**config.mk**
```make
export PLATFORM = sky130hd
export DESIGN_NAME = rx_event_counters
export DESIGN_NICKNAME = d
export VERILOG_FILES = /design/src/rtl/rxs_pkg.sv /design/src/rtl/rxs_event_counter.sv /design/src/rtl/rxs_sticky_flag.sv /design/src/rtl/rxs_read_port.sv /design/src/rtl/rx_event_counters.sv
export SDC_FILE = /design/constraint.sdc
export NUM_CORES = 1
export LEC_CHECK = 0
export BUFFER_PORTS_ARGS = -buffer_cell sky130_fd_sc_hd__buf_4
export CAP_MARGIN = 20
export CELL_PAD_IN_SITES_DETAIL_PLACEMENT = 1
export CELL_PAD_IN_SITES_GLOBAL_PLACEMENT = 1
export CORE_MARGIN = 2
export CORE_UTILIZATION = 35
export CTS_CLUSTER_DIAMETER = 80
export DETAILED_ROUTE_END_ITERATION = 10
export PLACE_DENSITY_LB_ADDON = 0.08
export SLEW_MARGIN = 5
export SYNTH_ARGS = -nofsm -noshare
export SYNTH_HDL_FRONTEND = slang
export SYNTH_HIERARCHICAL = 1
export SYNTH_SLANG_ARGS = --single-unit
```
**constraint.sdc**
```tcl
create_clock -name clk -period 1.7 [get_ports clk]
set_input_delay 0.34 -clock clk [delete_from_list [all_inputs] [get_ports clk]]
set_output_delay 0.34 -clock clk [all_outputs]
set_load 0.03 [all_outputs]
```
**src/rtl/rxs_pkg.sv**
```systemverilog
package rxs_pkg;

    localparam int CNT_W    = 16;
    localparam int DATA_W   = 32;
    localparam int ADDR_W   = 2;
    localparam int NUM_CNT  = 2;

    // Register addresses
    localparam logic [ADDR_W-1:0] ADDR_MISS = 2'd0;
    localparam logic [ADDR_W-1:0] ADDR_COLL = 2'd1;
    localparam logic [ADDR_W-1:0] ADDR_STAT = 2'd2;

    // Index of each tally inside the packed arrays
    typedef enum logic [0:0] {
        IDX_MISS = 1'b0,
        IDX_COLL = 1'b1
    } cnt_idx_e;

    // Result of one tally for the current cycle
    typedef struct packed {
        logic [CNT_W-1:0] value;
        logic             wrap;
    } cnt_state_t;

    // A write that targets the status word
    function automatic logic stat_write(input logic en, input logic [ADDR_W-1:0] addr);
        return en && (addr == ADDR_STAT);
    endfunction

endpackage

```
**src/rtl/rxs_event_counter.sv**
```systemverilog
module rxs_event_counter
    import rxs_pkg::*;
#(
    parameter int W = CNT_W
) (
    input  logic         clk,
    input  logic         rst,
    input  logic         clr,
    input  logic         inc,
    output logic [W-1:0] count,
    output logic         wrap
);

    localparam logic [W-1:0] TOP = {W{1'b1}};

    logic [W-1:0] count_q;
    logic         take;

    assign take  = inc && !clr;
    assign wrap  = take && (count_q == TOP);
    assign count = count_q;

    always_ff @(posedge clk) begin
        if (rst || clr) begin
            count_q <= '0;
        end else if (take) begin
            count_q <= count_q + W'(1);
        end
    end

    AST_CLR_EMPTIES: assert property (@(posedge clk) disable iff (rst)
        clr |=> count == '0);
    AST_STEP_ONE: assert property (@(posedge clk) disable iff (rst)
        (inc && !clr) |=> count == $past(count) + W'(1));
    AST_IDLE_HOLDS: assert property (@(posedge clk) disable iff (rst)
        (!inc && !clr) |=> $stable(count));
    AST_WRAP_TO_ZERO: assert property (@(posedge clk) disable iff (rst)
        wrap |=> count == '0);

endmodule

```
**src/rtl/rxs_sticky_flag.sv**
```systemverilog
module rxs_sticky_flag (
    input  logic clk,
    input  logic rst,
    input  logic soft_clr,
    input  logic set,
    input  logic w1c,
    output logic flag
);

    logic flag_q;

    assign flag = flag_q;

    always_ff @(posedge clk) begin
        if (rst || soft_clr) begin
            flag_q <= 1'b0;
        end else if (set) begin
            flag_q <= 1'b1;
        end else if (w1c) begin
            flag_q <= 1'b0;
        end
    end

    AST_WRAP_SETS_FLAG: assert property (@(posedge clk) disable iff (rst)
        (set && !soft_clr) |=> flag);
    AST_FLAG_STICKY: assert property (@(posedge clk) disable iff (rst)
        (flag && !w1c && !soft_clr) |=> flag);
    AST_FLAG_W1C: assert property (@(posedge clk) disable iff (rst)
        (w1c && !set) |=> !flag);

endmodule

```
**src/rtl/rxs_read_port.sv**
```systemverilog
module rxs_read_port
    import rxs_pkg::*;
#(
    parameter int CW = CNT_W,
    parameter int DW = DATA_W,
    parameter int N  = NUM_CNT
) (
    input  logic                 clk,
    input  logic                 rst,
    input  logic                 rd_en,
    input  logic [ADDR_W-1:0]    rd_addr,
    input  logic [N-1:0][CW-1:0] counts,
    input  logic [N-1:0]         flags,
    output logic                 rd_valid,
    output logic [DW-1:0]        rd_data
);

    logic [DW-1:0] word_d;
    logic [DW-1:0] word_q;
    logic          valid_q;

    always_comb begin
        word_d = '0;
        case (rd_addr)
            ADDR_MISS: word_d[CW-1:0] = counts[IDX_MISS];
            ADDR_COLL: word_d[CW-1:0] = counts[IDX_COLL];
            ADDR_STAT: word_d[N-1:0]  = flags;
            default:   word_d         = '0;
        endcase
    end

    always_ff @(posedge clk) begin
        if (rst) begin
            valid_q <= 1'b0;
            word_q  <= '0;
        end else begin
            valid_q <= rd_en;
            if (rd_en) begin
                word_q <= word_d;
            end
        end
    end

    assign rd_valid = valid_q;
    assign rd_data  = word_q;

    AST_RD_LATENCY: assert property (@(posedge clk) disable iff (rst)
        rd_en |=> rd_valid);
    AST_RD_UPPER_ZERO: assert property (@(posedge clk) disable iff (rst)
        rd_valid |-> rd_data[DW-1:CW] == '0);

endmodule

```
**src/rtl/rx_event_counters.sv**
```systemverilog
module rx_event_counters
    import rxs_pkg::*;
#(
    parameter int CW = CNT_W,
    parameter int DW = DATA_W
) (
    input  logic                 clk,
    input  logic                 rst,
    input  logic                 soft_rst,
    input  logic                 stop,
    input  logic                 miss_inc,
    input  logic                 coll_inc,
    input  logic                 wr_en,
    input  logic [ADDR_W-1:0]    wr_addr,
    input  logic [NUM_CNT-1:0]   wr_data,
    input  logic                 rd_en,
    input  logic [ADDR_W-1:0]    rd_addr,
    output logic                 rd_valid,
    output logic [DW-1:0]        rd_data,
    output logic [NUM_CNT-1:0]   ovf_flags
);

    logic                          tally_clr;
    logic                          stat_wr;
    logic [NUM_CNT-1:0]            inc_vec;
    logic [NUM_CNT-1:0][CW-1:0]    count_vec;
    logic [NUM_CNT-1:0]            flag_vec;
    cnt_state_t [NUM_CNT-1:0]      state_vec;

    assign tally_clr          = soft_rst || stop;
    assign stat_wr            = stat_write(wr_en, wr_addr);
    assign inc_vec[IDX_MISS]  = miss_inc;
    assign inc_vec[IDX_COLL]  = coll_inc;

    for (genvar i = 0; i < NUM_CNT; i++) begin : g_tally
        rxs_event_counter #(.W(CW)) u_cnt (
            .clk   (clk),
            .rst   (rst),
            .clr   (tally_clr),
            .inc   (inc_vec[i]),
            .count (state_vec[i].value),
            .wrap  (state_vec[i].wrap)
        );

        rxs_sticky_flag u_flag (
            .clk      (clk),
            .rst      (rst),
            .soft_clr (soft_rst),
            .set      (state_vec[i].wrap),
            .w1c      (stat_wr && wr_data[i]),
            .flag     (flag_vec[i])
        );

        assign count_vec[i] = state_vec[i].value;
    end

    rxs_read_port #(.CW(CW), .DW(DW), .N(NUM_CNT)) u_rd (
        .clk      (clk),
        .rst      (rst),
        .rd_en    (rd_en),
        .rd_addr  (rd_addr),
        .counts   (count_vec),
        .flags    (flag_vec),
        .rd_valid (rd_valid),
        .rd_data  (rd_data)
    );

    assign ovf_flags = flag_vec;

    AST_STOP_KEEPS_FLAGS: assert property (@(posedge clk) disable iff (rst)
        (stop && !soft_rst && !stat_wr) |=> ovf_flags == $past(ovf_flags) || ovf_flags != '0);
    AST_SOFT_CLEARS_FLAGS: assert property (@(posedge clk) disable iff (rst)
        soft_rst |=> ovf_flags == '0);

endmodule

```
== Word level (Yosys, flattened, before mapping) ==
Cells that the tools add are included.

* Register bits: 51
* Bits in latches: 0
* Bits in writable memories: 0
* Memory bits (read-only): 0
* Bits of input ports: 14
* Output and inout bits: 35
* Word-level logic and storage cells: 33
* Memories: 0

* $add $sub $neg: 2
* $mul: 0
* Divide/modulo/power cells: 0
* Magnitude comparators: 0
* Equality and inequality tests: 5
* Shift-type cells: 0
* Mux-type cells: 6
* Bitwise logic cells: 0
* Reductions and logical operators: 14

{| class="wikitable"
|+ Operators by type and width
! cell !! number
|-
| adder 16 x 1 -> 16 bit, second input constant || 2
|-
| equality test 16 bit, second input constant || 2
|-
| one-hot mux 14 bit (2 select lines) || 1
|-
| logical AND 1 bit || 7
|-
| one-hot mux 2 bit (3 select lines) || 1
|-
| equality test 2 bit, second input constant || 2
|-
| two-way mux 1 bit || 4
|-
| nonzero test 2 bit || 2
|-
| logical OR 1 bit || 3
|-
| equality test 2 x 1 -> 1 bit, second input constant || 1
|-
| zero test 2 bit || 1
|-
| zero test 1 bit || 1
|}

== Longest topological paths before layout ==
Gate-level depths: netlist of the first run.

* Depth after elaboration: 5
* Gate-level depth with buffers: 6
* Gate-level depth less buffers: 5

== Cells and area by module ==
The synthesis of the first run kept the hierarchy.

{| class="wikitable"
|+ Modules (own cells, without submodules)
! module !! instances !! cells each !! area each (um2) !! sequential area each (um2)
|-
| rxs_event_counter || 2 || 83 || 759.5 || 320.3
|-
| rxs_read_port || 1 || 94 || 842.1 || 340.3
|-
| rxs_sticky_flag || 2 || 4 || 45.0 || 20.0
|-
| rx_event_counters || 1 || 3 || 26.3 || 0.0
|}

== Worst setup path before layout of the first run ==
OpenSTA, ideal clock, no wires.

* Kind: input-to-reg
* From: input stop
* To: register g_tally[0].u_cnt.count_q[11]
* Setup time: 70 ps
* Arrival time: 1508 ps
* Slack: 122 ps
* Stages: 5
* Path buffers: 0
* Path through: or2_1 -> and4b_1 -> nand4_4 -> or3_1 -> a21oi_1

* Word-level cells in the longest chain between the ends: 3
* Elaborated cells between the ends (all ways): 4

{| class="wikitable"
|+ RTL lines
! element !! line !! RTL
|-
| start, declared || rx_event_counters.sv:10 || <nowiki>input logic stop,</nowiki>
|-
| logical OR 1 bit (*) || rx_event_counters.sv:30 || <nowiki>assign tally_clr = soft_rst || stop;</nowiki>
|-
| zero test 1 bit || rxs_event_counter.sv:19 || <nowiki>assign take = inc && !clr;</nowiki>
|-
| logical AND 1 bit || rxs_event_counter.sv:19 ||
|-
| end signal, assigned || rxs_event_counter.sv:27 || <nowiki>count_q <= count_q + W'(1);</nowiki>
|-
| end, declared || rxs_event_counter.sv:16 || <nowiki>logic [W-1:0] count_q;</nowiki>
|}

Every way passes the cells marked *; elsewhere a longest branch is shown, timed or not.
A chain may end at the register's enable or synchronous reset.

== Final worst setup path of the first run ==
* From: register g_tally[1].u_cnt.count_q[0]
* To: register g_tally[1].u_cnt.count_q[14]

* Word-level cells in the longest chain between the ends: 1

{| class="wikitable"
|+ RTL lines
! element !! line
|-
| start, declared || rxs_event_counter.sv:16
|-
| start signal, assigned || rxs_event_counter.sv:27
|-
| adder 16 x 1 -> 16 bit || rxs_event_counter.sv:27
|}

No other way between the ends.

==> flow_summary_export.csv, run 1 <==
group,metric,value,unit
run_status,status,"completed",
timing,setup_viol_count_final,0,
synthesis,synth-edff-count,0,
global_route,grt_first_pass_wirelength,9.735,mm
setup_path,reg2reg_to,"g_tally[1].u_cnt/count[14]",
timing,max_freq,645.0,MHz
clocking,clock-sinks,51,
synthesis,ys_warn_count,6,
hold_path,hp-class,"primary input to register",
setup_path,critical_path_required,1950,ps
pwr,pwr_density_cell,744.7,nW/um^2
routing,drcViolationCount,0,
clocking,h-tree-depth,2,
routing,drt-total-wl,5.952,mm
clocking,clk_pin_slew_worst_paths,100,ps
clocking,ctsHoldBuffers,0,
die,num_io_pins,49,
hold_path,hp-start,"rst",
synthesis,ys_types,34,
die,die-height,88.13,um
cells_and_area,layout_commonest_cell,"dfxtp_1",
timing,fin_crit_sh,91.20,%
pwr,seqPwrFrac,56.0,%
setup_path,worst-r2r-cell-count,5,
setup_path,timing.rr.start,"g_tally[1].u_cnt/count[0]",
cells_and_area,nets,327,
place,dp_cells,400,
synthesis,synthCells,271,
pwr,p_sw_share,24.59,%
cells_and_area,areaGrowthSynthToFinish,16.46,%
pwr,internal_power,1620,uW
clocking,cts_buffers,5,
cells_and_area,utilization,42.23,%
routing,wl_per_cell,14.59,um
place,pre_cts_slack,-83.21,ps
clocking,post_cts_buffers,0,
clocking,clockRootBuffer,"clkbuf_8",
place,routabilityCongestion,0.7709,
setup_path,regToRegSetupSlack,150,ps
job,cap_violations,0,
clocking,cts_tree,"yes",
setup_path,critPathLaunchType,"register",
global_route,grt_max_degree,18,
hold_path,min_path_cells,2,
setup_path,endpoint_kind,"register",
timing,fin_tns_setup,0,ps
timing,min_period,1550,ps
setup_path,critPathMaxFanout,4,
synthesis,synthFlopType,"dfxtp_1",
place,placement.io_buffers,32,
die,dieArea,7767,sq um
timing,final_hold_viol_count,0,
setup_path,crit_type,"register to register",
clocking,clock_latency,310,ps
global_route,grt_use_total,16.52,%
die,start_util,36.26,%
die,die_width,88.13,um
timing,setup_ws,149.6,ps
cells_and_area,n_antenna_cell,0,
pwr,clkPwrFrac,36.6,%
synthesis,synth-seq-area-share,41.21,%
pwr,p_sw,528.4,uW
cells_and_area,final_cell_mix,"dfxtp_1, buf_4, nor2_1",
timing,finalMaxSlewViolations,0,
routing,num_vias,1944,
synthesis,synth_area,2477,sq um
die,core,6832,sq um
global_route,overflow,0,
global_route,grt_pass1_vias,1908,
routing,dr.first_iter.drc_count,43,
pwr,leakagePower,0.001132,uW
global_route,antenna_found_initial,0,
clocking,ctsResizeCount,0,
die,rows,30,
pwr,pwr-share-comb,7.4,%
hold_path,hold_path_end,"u_rd/rd_data[0]",
pwr,vdd.ir_drop.worst,266.1,uV
cells_and_area,drive_gt1_share,20.83,%
routing,viasPerCell,4.765,
setup_path,arrival,1800,ps
synthesis,synth-seq-cells,51,
place,dp_hpwl,4.362,mm
clocking,ctsLongestPathBuffers,2,
cells_and_area,fin_cells,408,
synthesis,avgSynthCellArea,9.142,sq um
synthesis,synth-async-reset-ratio,0,%
routing,ant_nets,0,
routing,drt_first_pass_iters,4,
timing,rsz0062_at_grt,"no",
timing,clock_skew,11.57,ps
[synth_stat cells, drive strengths merged (3+ instances only)]
master | number | area, sq um
a21oi | 8 | 40.04
and3 | 6 | 47.54
and4b | 6 | 60.06
buf | 26 | 214.0
clkbuf | 4 | 15.01
dfxtp | 51 | 1021
mux2i | 18 | 180.2
nand2 | 28 | 105.1
nand3 | 6 | 40.04
nand4 | 14 | 117.6
nor2 | 29 | 108.9
nor2b | 3 | 33.79
o21ai | 22 | 110.1
or2 | 5 | 31.28
or3 | 8 | 50.05
xor2 | 20 | 175.2
[flip-flops by register name (all words and copies together), names as in the netlist]
register / count
g_tally.u_flag/flag: 2
u_rd/rd_data: 16
g_tally.u_cnt/count: 32
u_rd/rd_valid: 1
[metrics by stage]
stage	total power, uW	cell area, sq um	hold WS, ps
2_1_floorplan	1374	2534	412.1
3_3_place_gp	1392	2785	438.1
3_5_place_dp	1392	2785	443.4
4_1_cts	2169	2885	248.2
5_1_grt	2237	2885	259.9
6_report	2149	2885	250.2
[layout make-up]
| cell class | instances | area, sq um |
|---|---|---|
| flip-flops and latches | 51 | 1021 |
| multi-input cells | 203 | 1276 |
| clock buffers | 8 | 100.1 |
| fillers | 827 | 3946 |
| well taps | 96 | 120.1 |
| inverters | 2 | 7.507 |
| repair buffers | 48 | 360.3 |
[critical path, stage by stage, from the launching register on]
cell     delay [ps]
dfxtp_1         440
ha_1            200
and4b_1         290
nand3_2         100
or3_1           310
a21oi_1         140
[worst max-delay path by stage]
stage | start | to | slack (ps) | cells after the start
4_1_cts | g_tally[1].u_cnt/count[0] | g_tally[1].u_cnt/count[14] | 140 | 5
3_3_place_gp | stop | g_tally[1].u_cnt/count[15] | -50 | 6
3_5_place_dp | stop | g_tally[1].u_cnt/count[13] | -80 | 6
6_report | g_tally[1].u_cnt/count[0] | g_tally[1].u_cnt/count[14] | 150 | 5
2_1_floorplan | stop | g_tally[0].u_cnt/count[11] | 120 | 5
5_1_grt | g_tally[1].u_cnt/count[0] | g_tally[1].u_cnt/count[8] | 20 | 6
[power groups by stage]
stage	combinational, uW	clock, uW	sequential, uW
after floorplan	137	0	1240
after global placement	162	0	1230
after detailed placement	161	0	1230
after CTS	161	805	1200
after global routing	174	860	1200
final	160	786	1200
[metal layers]
layer	GRT usage, %	vias to the layer above	wire length (um)
met2	26.10	33	2759
met1	22.75	931	2923
met4	5.923	0	67
met3	2.828	8	202
met5	0	-	0
li1	-	972	-
[logic make-up (layout without fill, tap and decap cells)]
group	after synthesis	count (layout)	synth area share, %
DFF	51	51	41.21
and+or+nand+nor	111	111	25.66
buffers and inverters	32	58	9.546
AOI/OAI and AO/OA	34	34	7.374
muxes	18	18	7.273
other	1	16	0.1514
adders and majority gates	2	2	1.010
xor gates and xnor gates	22	22	7.778
Power figures use the tool's default switching activity.
==> run 2: changes to the inputs <==
--- a/config.mk
+++ b/config.mk
@@ -13,9 +13,10 @@
 export CORE_UTILIZATION = 35
 export CTS_CLUSTER_DIAMETER = 80
 export DETAILED_ROUTE_END_ITERATION = 10
+export MAX_ROUTING_LAYER = met4
 export PLACE_DENSITY_LB_ADDON = 0.08
+export SKIP_CTS_REPAIR_TIMING = 1
 export SLEW_MARGIN = 5
 export SYNTH_ARGS = -nofsm -noshare
 export SYNTH_HDL_FRONTEND = slang
-export SYNTH_HIERARCHICAL = 1
 export SYNTH_SLANG_ARGS = --single-unit
==> run 2 against run 1 <==
  * First-iteration DRC count up 58%
  * Power shrank 3.3%
  * Core utilization fell by 0.53 points
  * Global-route usage rose by 2.0 points
  * Critical path type unchanged
  * Highest routed layer unchanged
==> flow_summary_export.csv, run 2 <==
group,metric,value,unit
cells_and_area,layout_commonest_cell,"dfxtp_1",
pwr,clkPwrFrac,33.9,%
global_route,grt_pass1_vias,2033,
global_route,grt_max_degree,30,
synthesis,synth-seq-area-share,40.24,%
synthesis,synth_top_area_cell,"dfxtp_1",
die,die_width,89.15,um
cells_and_area,n_antenna_cell,0,
timing,max_freq,633.0,MHz
timing,clock_skew,8.098,ps
pwr,pwr-share-comb,8.2,%
timing,min_period,1580,ps
synthesis,ys_warn_count,0,
clocking,ctsLongestPathBuffers,2,
global_route,antenna_found_initial,0,
timing,fin_crit_sh,92.92,%
synthesis,synth-seq-cells,51,
global_route,top_usage_layer,"met2",
place,placement.io_buffers,32,
setup_path,arrival,1820,ps
synthesis,synth-edff-count,0,
setup_path,critPathMaxFanout,6,
clocking,h-tree-depth,2,
routing,drt-total-wl,6.711,mm
synthesis,yosysMostFrequentCell,"dfxtp_1",
synthesis,ys_types,35,
routing,drcViolationCount,0,
clocking,cts_tree,"yes",
cells_and_area,drive_gt1_share,21.62,%
hold_path,hp-class,"primary input to register",
synthesis,synth-async-reset-ratio,0,%
die,start_util,35.55,%
clocking,clock_latency,310,ps
cells_and_area,utilization,41.71,%
global_route,met2_usage,29.63,%
timing,rsz0062_at_grt,"no",
timing,final_hold_viol_count,0,
setup_path,critical_path_required,1940,ps
global_route,grt_first_pass_wirelength,10.80,mm
die,dieArea,7947,sq um
routing,dr.first_iter.drc_count,68,
routing,viasPerCell,5.007,
routing,wl_per_cell,15.53,um
synthesis,synthDominantCellAreaShare,40.24,%
clocking,cts_buffers,5,
synthesis,synth_area,2537,sq um
synthesis,avgSynthCellArea,8.720,sq um
synthesis,yosys-top-cells-count,"dfxtp_1, nor2_1, a21oi_1",
die,core,7137,sq um
place,routabilityCongestion,0.7824,
global_route,grtUsageMet3,3.601,%
run_status,status,"completed",
die,rows,31,
pwr,p_sw_share,25.85,%
global_route,overflow,0,
synthesis,synth.area.top_cells,"dfxtp_1, nor2_1, mux2_2",
setup_path,endpoint_kind,"register",
synthesis,synthFlopType,"dfxtp_1",
cells_and_area,fin_cells,432,
clocking,clock-sinks,51,
cells_and_area,nets,348,
global_route,grt_use_total,18.48,%
job,cap_violations,0,
setup_path,critPathLaunchType,"register",
timing,finalMaxSlewViolations,0,
routing,ant_nets,0,
routing,num_vias,2163,
place,dp_hpwl,4.965,mm
clocking,clk_pin_slew_worst_paths,90,ps
setup_path,crit_type,"register to register",
timing,fin_tns_setup,0,ps
timing,setup_viol_count_final,0,
pwr,pwr_density_cell,698.0,nW/um^2
place,dp_cells,424,
clocking,clockRootBuffer,"clkbuf_8",
pwr,leakagePower,0.001130,uW
cells_and_area,largest_reg_flops,32,
pwr,vdd.ir_drop.worst,289.9,uV
die,die-height,89.15,um
routing,drt_first_pass_iters,4,
global_route,use_met1,24.24,%
cells_and_area,areaGrowthSynthToFinish,17.31,%
synthesis,synthCells,291,
pwr,internal_power,1541,uW
die,num_io_pins,49,
pwr,seqPwrFrac,57.9,%
pwr,p_sw,537.0,uW
cells_and_area,final_cell_mix,"dfxtp_1, buf_4, nor2_1",
run 2: changes by cell type in the layout (fill, tap and decap cells not counted), sizes merged, moves of 7 or more:
cell / change
a21oi: +15
mux2: +14
mux2i: -13
nand2: -14
nor2: +15
nor2b: +14
o21ai: -15
xnor2: +7
xor2: -9
run 2: critical path: stages (launching register included):
cell and delay [ps]:
dfxtp_1 520, and4bb_4 290, nand3_1 160, or3_1 400
a21oi_1 140
run 2: stage by stage:
step                      hold WS, ps  power (uW)  area [sq um]  setup WS, ps
after floorplan                 418.5        1367          2594         141.9
after global placement          472.8        1400          2895         100.2
after detailed placement        492.8        1402          2895         71.94
after CTS                       258.6        2098          2977         108.5
after global routing            254.9        2161          2977         35.17
final                           259.8        2078          2977         120.3
run 2: layer usage:
metal  part of all wire [%]  wire [um]  vias to the layer above
li1                       -          -                     1068
met1                     50       3328                     1047
met2                     46       3101                       41
met3                    3.2        216                        7
met4                   0.97         65                        0
met5                      0          0                        -
run 2: power by group through the flow:
| stage | sequential, uW | clock, uW | combinational (uW) |
|---|---|---|---|
| 2_1_floorplan | 1240 | 0 | 130 |
| 4_1_cts | 1200 | 724 | 172 |
| 3_3_place_gp | 1230 | 0 | 171 |
| 5_1_grt | 1200 | 772 | 185 |
| 6_report | 1200 | 705 | 171 |
| 3_5_place_dp | 1230 | 0 | 172 |
run 2: cell families after synthesis:
kind of cell	Yosys count	synth area share [%]
xor gates and xnor gates	20	6.903
DFF	51	40.24
and+or+nand+nor	134	28.85
buffers and inverters	28	6.903
adders and majority gates	2	0.9860
other	1	0.1478
muxes	19	8.185
AOI/OAI and AO/OA	36	7.791
run 2: area by class of cell:
class / instances / area (sq um)
clock buffers: 7 / 76.32
flip-flops and latches: 51 / 1021
repair buffers: 47 / 352.8
well taps: 99 / 123.9
clock inverters: 1 / 5.005
multi-input cells: 227 / 1398
fillers: 900 / 4160
run 2: worst paths after layout:
path,slack (ps),endpoint,cells after the start,start
setup / recovery,120,g_tally[0].u_cnt.count[15],4,g_tally[0].u_cnt.count[2]
hold / removal,260,g_tally[0].u_flag.flag,2,soft_rst
setup reg to reg,120,g_tally[0].u_cnt.count[15],4,g_tally[0].u_cnt.count[2]
hold reg to reg,510,u_rd.rd_data[1],2,u_rd.rd_data[1]
==> run 3: changes to the inputs <==
==> constraint.sdc (replaced) <==
create_clock -name clk -period 1.45 [get_ports clk]
set_input_delay 0.29 -clock clk [delete_from_list [all_inputs] [get_ports clk]]
set_output_delay 0.29 -clock clk [all_outputs]
set_load 0.03 [all_outputs]
==> run 3 against run 2 <==
  * The flow now finishes with violations (setup timing)
  * Clock-buffer cell count fell by 1
  * Clock skew increased by 0.62 ps
  * Die area is the same
  * Non-clock buffer count is 33 higher
  * Sequential share of layout area decreased by 3.2 points
  * Cell count rose by 7.4%
  * Power up 20%
  * Flip-flop and latch count did not move
  * First-iteration DRC count up 40%
  * Critical endpoint is now g_tally[0].u_cnt.count[14]
  * Largest cell class unchanged
  * Largest power group unchanged
==> flow_summary_export.csv, run 3 (same netlist as run 2, synthesis figures left out) <==
group,metric,value,unit
cells_and_area,n_antenna_cell,0,
routing,drt-total-wl,7.296,mm
setup_path,arrival,1720,ps
timing,min_period,1459,ps
global_route,grt_use_total,20.42,%
routing,drcViolationCount,0,
timing,holdWs,208.5,ps
global_route,antenna_found_initial,0,
setup_path,cp_num_buf_inv,0,
pwr,vdd.ir_drop.worst,346.9,uV
pwr,leakagePower,0.001346,uW
routing,dr.first_iter.drc_count,95,
setup_path,cp_slowest_cell,"or3_4",
timing,rsz0062_at_grt,"yes",
clocking,cts_tree,"yes",
setup_path,crit_family,"simple AND/OR/NAND/NOR gates",
routing,num_vias,2253,
setup_path,reg2reg_to,"g_tally[0].u_cnt.count[14]",
cells_and_area,largest_reg_flops,32,
run_status,violations,"setup timing",
global_route,grt_first_pass_wirelength,11.79,mm
setup_path,timing.rr.start,"g_tally[0].u_cnt.count[2]",
timing,setup_ws,-8.552,ps
routing,drt_first_pass_iters,4,
cells_and_area,areaGrowthSynthToFinish,31.80,%
cells_and_area,fin_cells,464,
setup_path,regToRegSetupSlack,-9,ps
global_route,grt_pass1_vias,2293,
die,num_io_pins,49,
hold_path,hold_path_end,"u_rd.rd_data[1]",
timing,final_hold_viol_count,0,
hold_path,hp-start,"rd_en",
cells_and_area,drive_gt1_share,35.89,%
place,placed_area,3151,sq um
clocking,h-tree-depth,2,
hold_path,hp-class,"primary input to register",
timing,clock_skew,8.722,ps
clocking,clock_latency,310,ps
timing,setup_viol_count_final,1,
clocking,cts_buffers,5,
timing,fin_crit_sh,100.6,%
die,die-height,89.15,um
die,dieArea,7947,sq um
hold_path,min_path_cells,2,
cells_and_area,final_cell_mix,"buf_4, nor2_1, dfxtp_1",
setup_path,crit_type,"register to register",
timing,max_freq,685.6,MHz
clocking,clk_pin_slew_worst_paths,100,ps
cells_and_area,n_fill_cell,872,
cells_and_area,design_area,3344,sq um
setup_path,critical_path_required,1710,ps
setup_path,critical_path.cell_chain,"nand4bb_4 > or3_4 > or3_4 > a21oi_2",
timing,finalMaxSlewViolations,0,
cells_and_area,layout_commonest_cell,"buf_4",
setup_path,cpMostUsedCell,"or3_4",
routing,viasPerCell,4.856,
global_route,overflow,0,
setup_path,worst-r2r-cell-count,4,
die,rows,31,
setup_path,endpoint_kind,"register",
clocking,ctsLongestPathBuffers,2,
cells_and_area,utilization,46.86,%
die,start_util,35.55,%
run_status,status,"complete, but fails checks",
setup_path,critPathLaunchType,"register",
die,core,7137,sq um
routing,wl_per_cell,15.72,um
clocking,clock-sinks,51,
clocking,clockRootBuffer,"clkbuf_8",
routing,ant_nets,0,
place,dp_cells,456,
pwr,pwr_density_cell,745.2,nW/um^2
place,routabilityCongestion,0.8625,
place,dp_hpwl,5.565,mm
setup_path,critPathMaxFanout,3,
job,cap_violations,0,
global_route,grt_max_degree,21,
place,placement.io_buffers,32,
cells_and_area,nets,381,
setup_path,cpPeakStageDelay,420,ps
die,die_width,89.15,um
run 3: cell count changes in the layout (fill, tap and decap cells not counted), sizes merged:
cell,before,now
clkbuf,7,6
buf,47,80
run 3: power by group:
group | switching [uW] | total, uW | internal, uW
clock | 495 | 872 | 376
combinational | 145 | 215 | 70.3
sequential | 3.81 | 1410 | 1400
run 3: final cells by class:
class,instances,area (sq um),area share (%)
clock inverter,1,5.005,0.1496
sequential,51,1040,31.09
clock buffer,6,82.58,2.469
tap,99,123.9,3.704
timing repair buffer,80,600.6,17.96
multi-input combinational,227,1493,44.63
run 3: stage by stage:
step	total power, uW	setup WS (ps)	setup TNS [ps]
CTS	2525	-103.0	-498.8
finish	2492	-8.552	-8.552
global route	2594	-77.32	-228.4
global placement	1654	-104.1	-565.3
detailed placement	1656	-127.9	-991.0
floorplan	1604	-14.58	-14.58
run 3: how the worst max path moves through the flow:
stage / startpoint / end / slack, ps / cells past startpoint
after floorplan: g_tally[0].u_cnt.count[0] / g_tally[0].u_cnt.count[14] / -10 / 5
after global placement: soft_rst / g_tally[1].u_cnt.count[15] / -100 / 6
after detailed placement: soft_rst / g_tally[0].u_cnt.count[14] / -130 / 5
after CTS: g_tally[1].u_cnt.count[5] / g_tally[1].u_cnt.count[12] / -100 / 4
after global routing: g_tally[0].u_cnt.count[1] / g_tally[0].u_cnt.count[12] / -80 / 6
final: g_tally[0].u_cnt.count[2] / g_tally[0].u_cnt.count[14] / -9 / 4
run 3: metal layers:
layer  global-route usage (%)  part of all wire [%]
met3                    3.139                   2.7
met2                    33.87                    49
met1                    25.85                    47
met5                        -                     0
met4                    5.699                   1.3
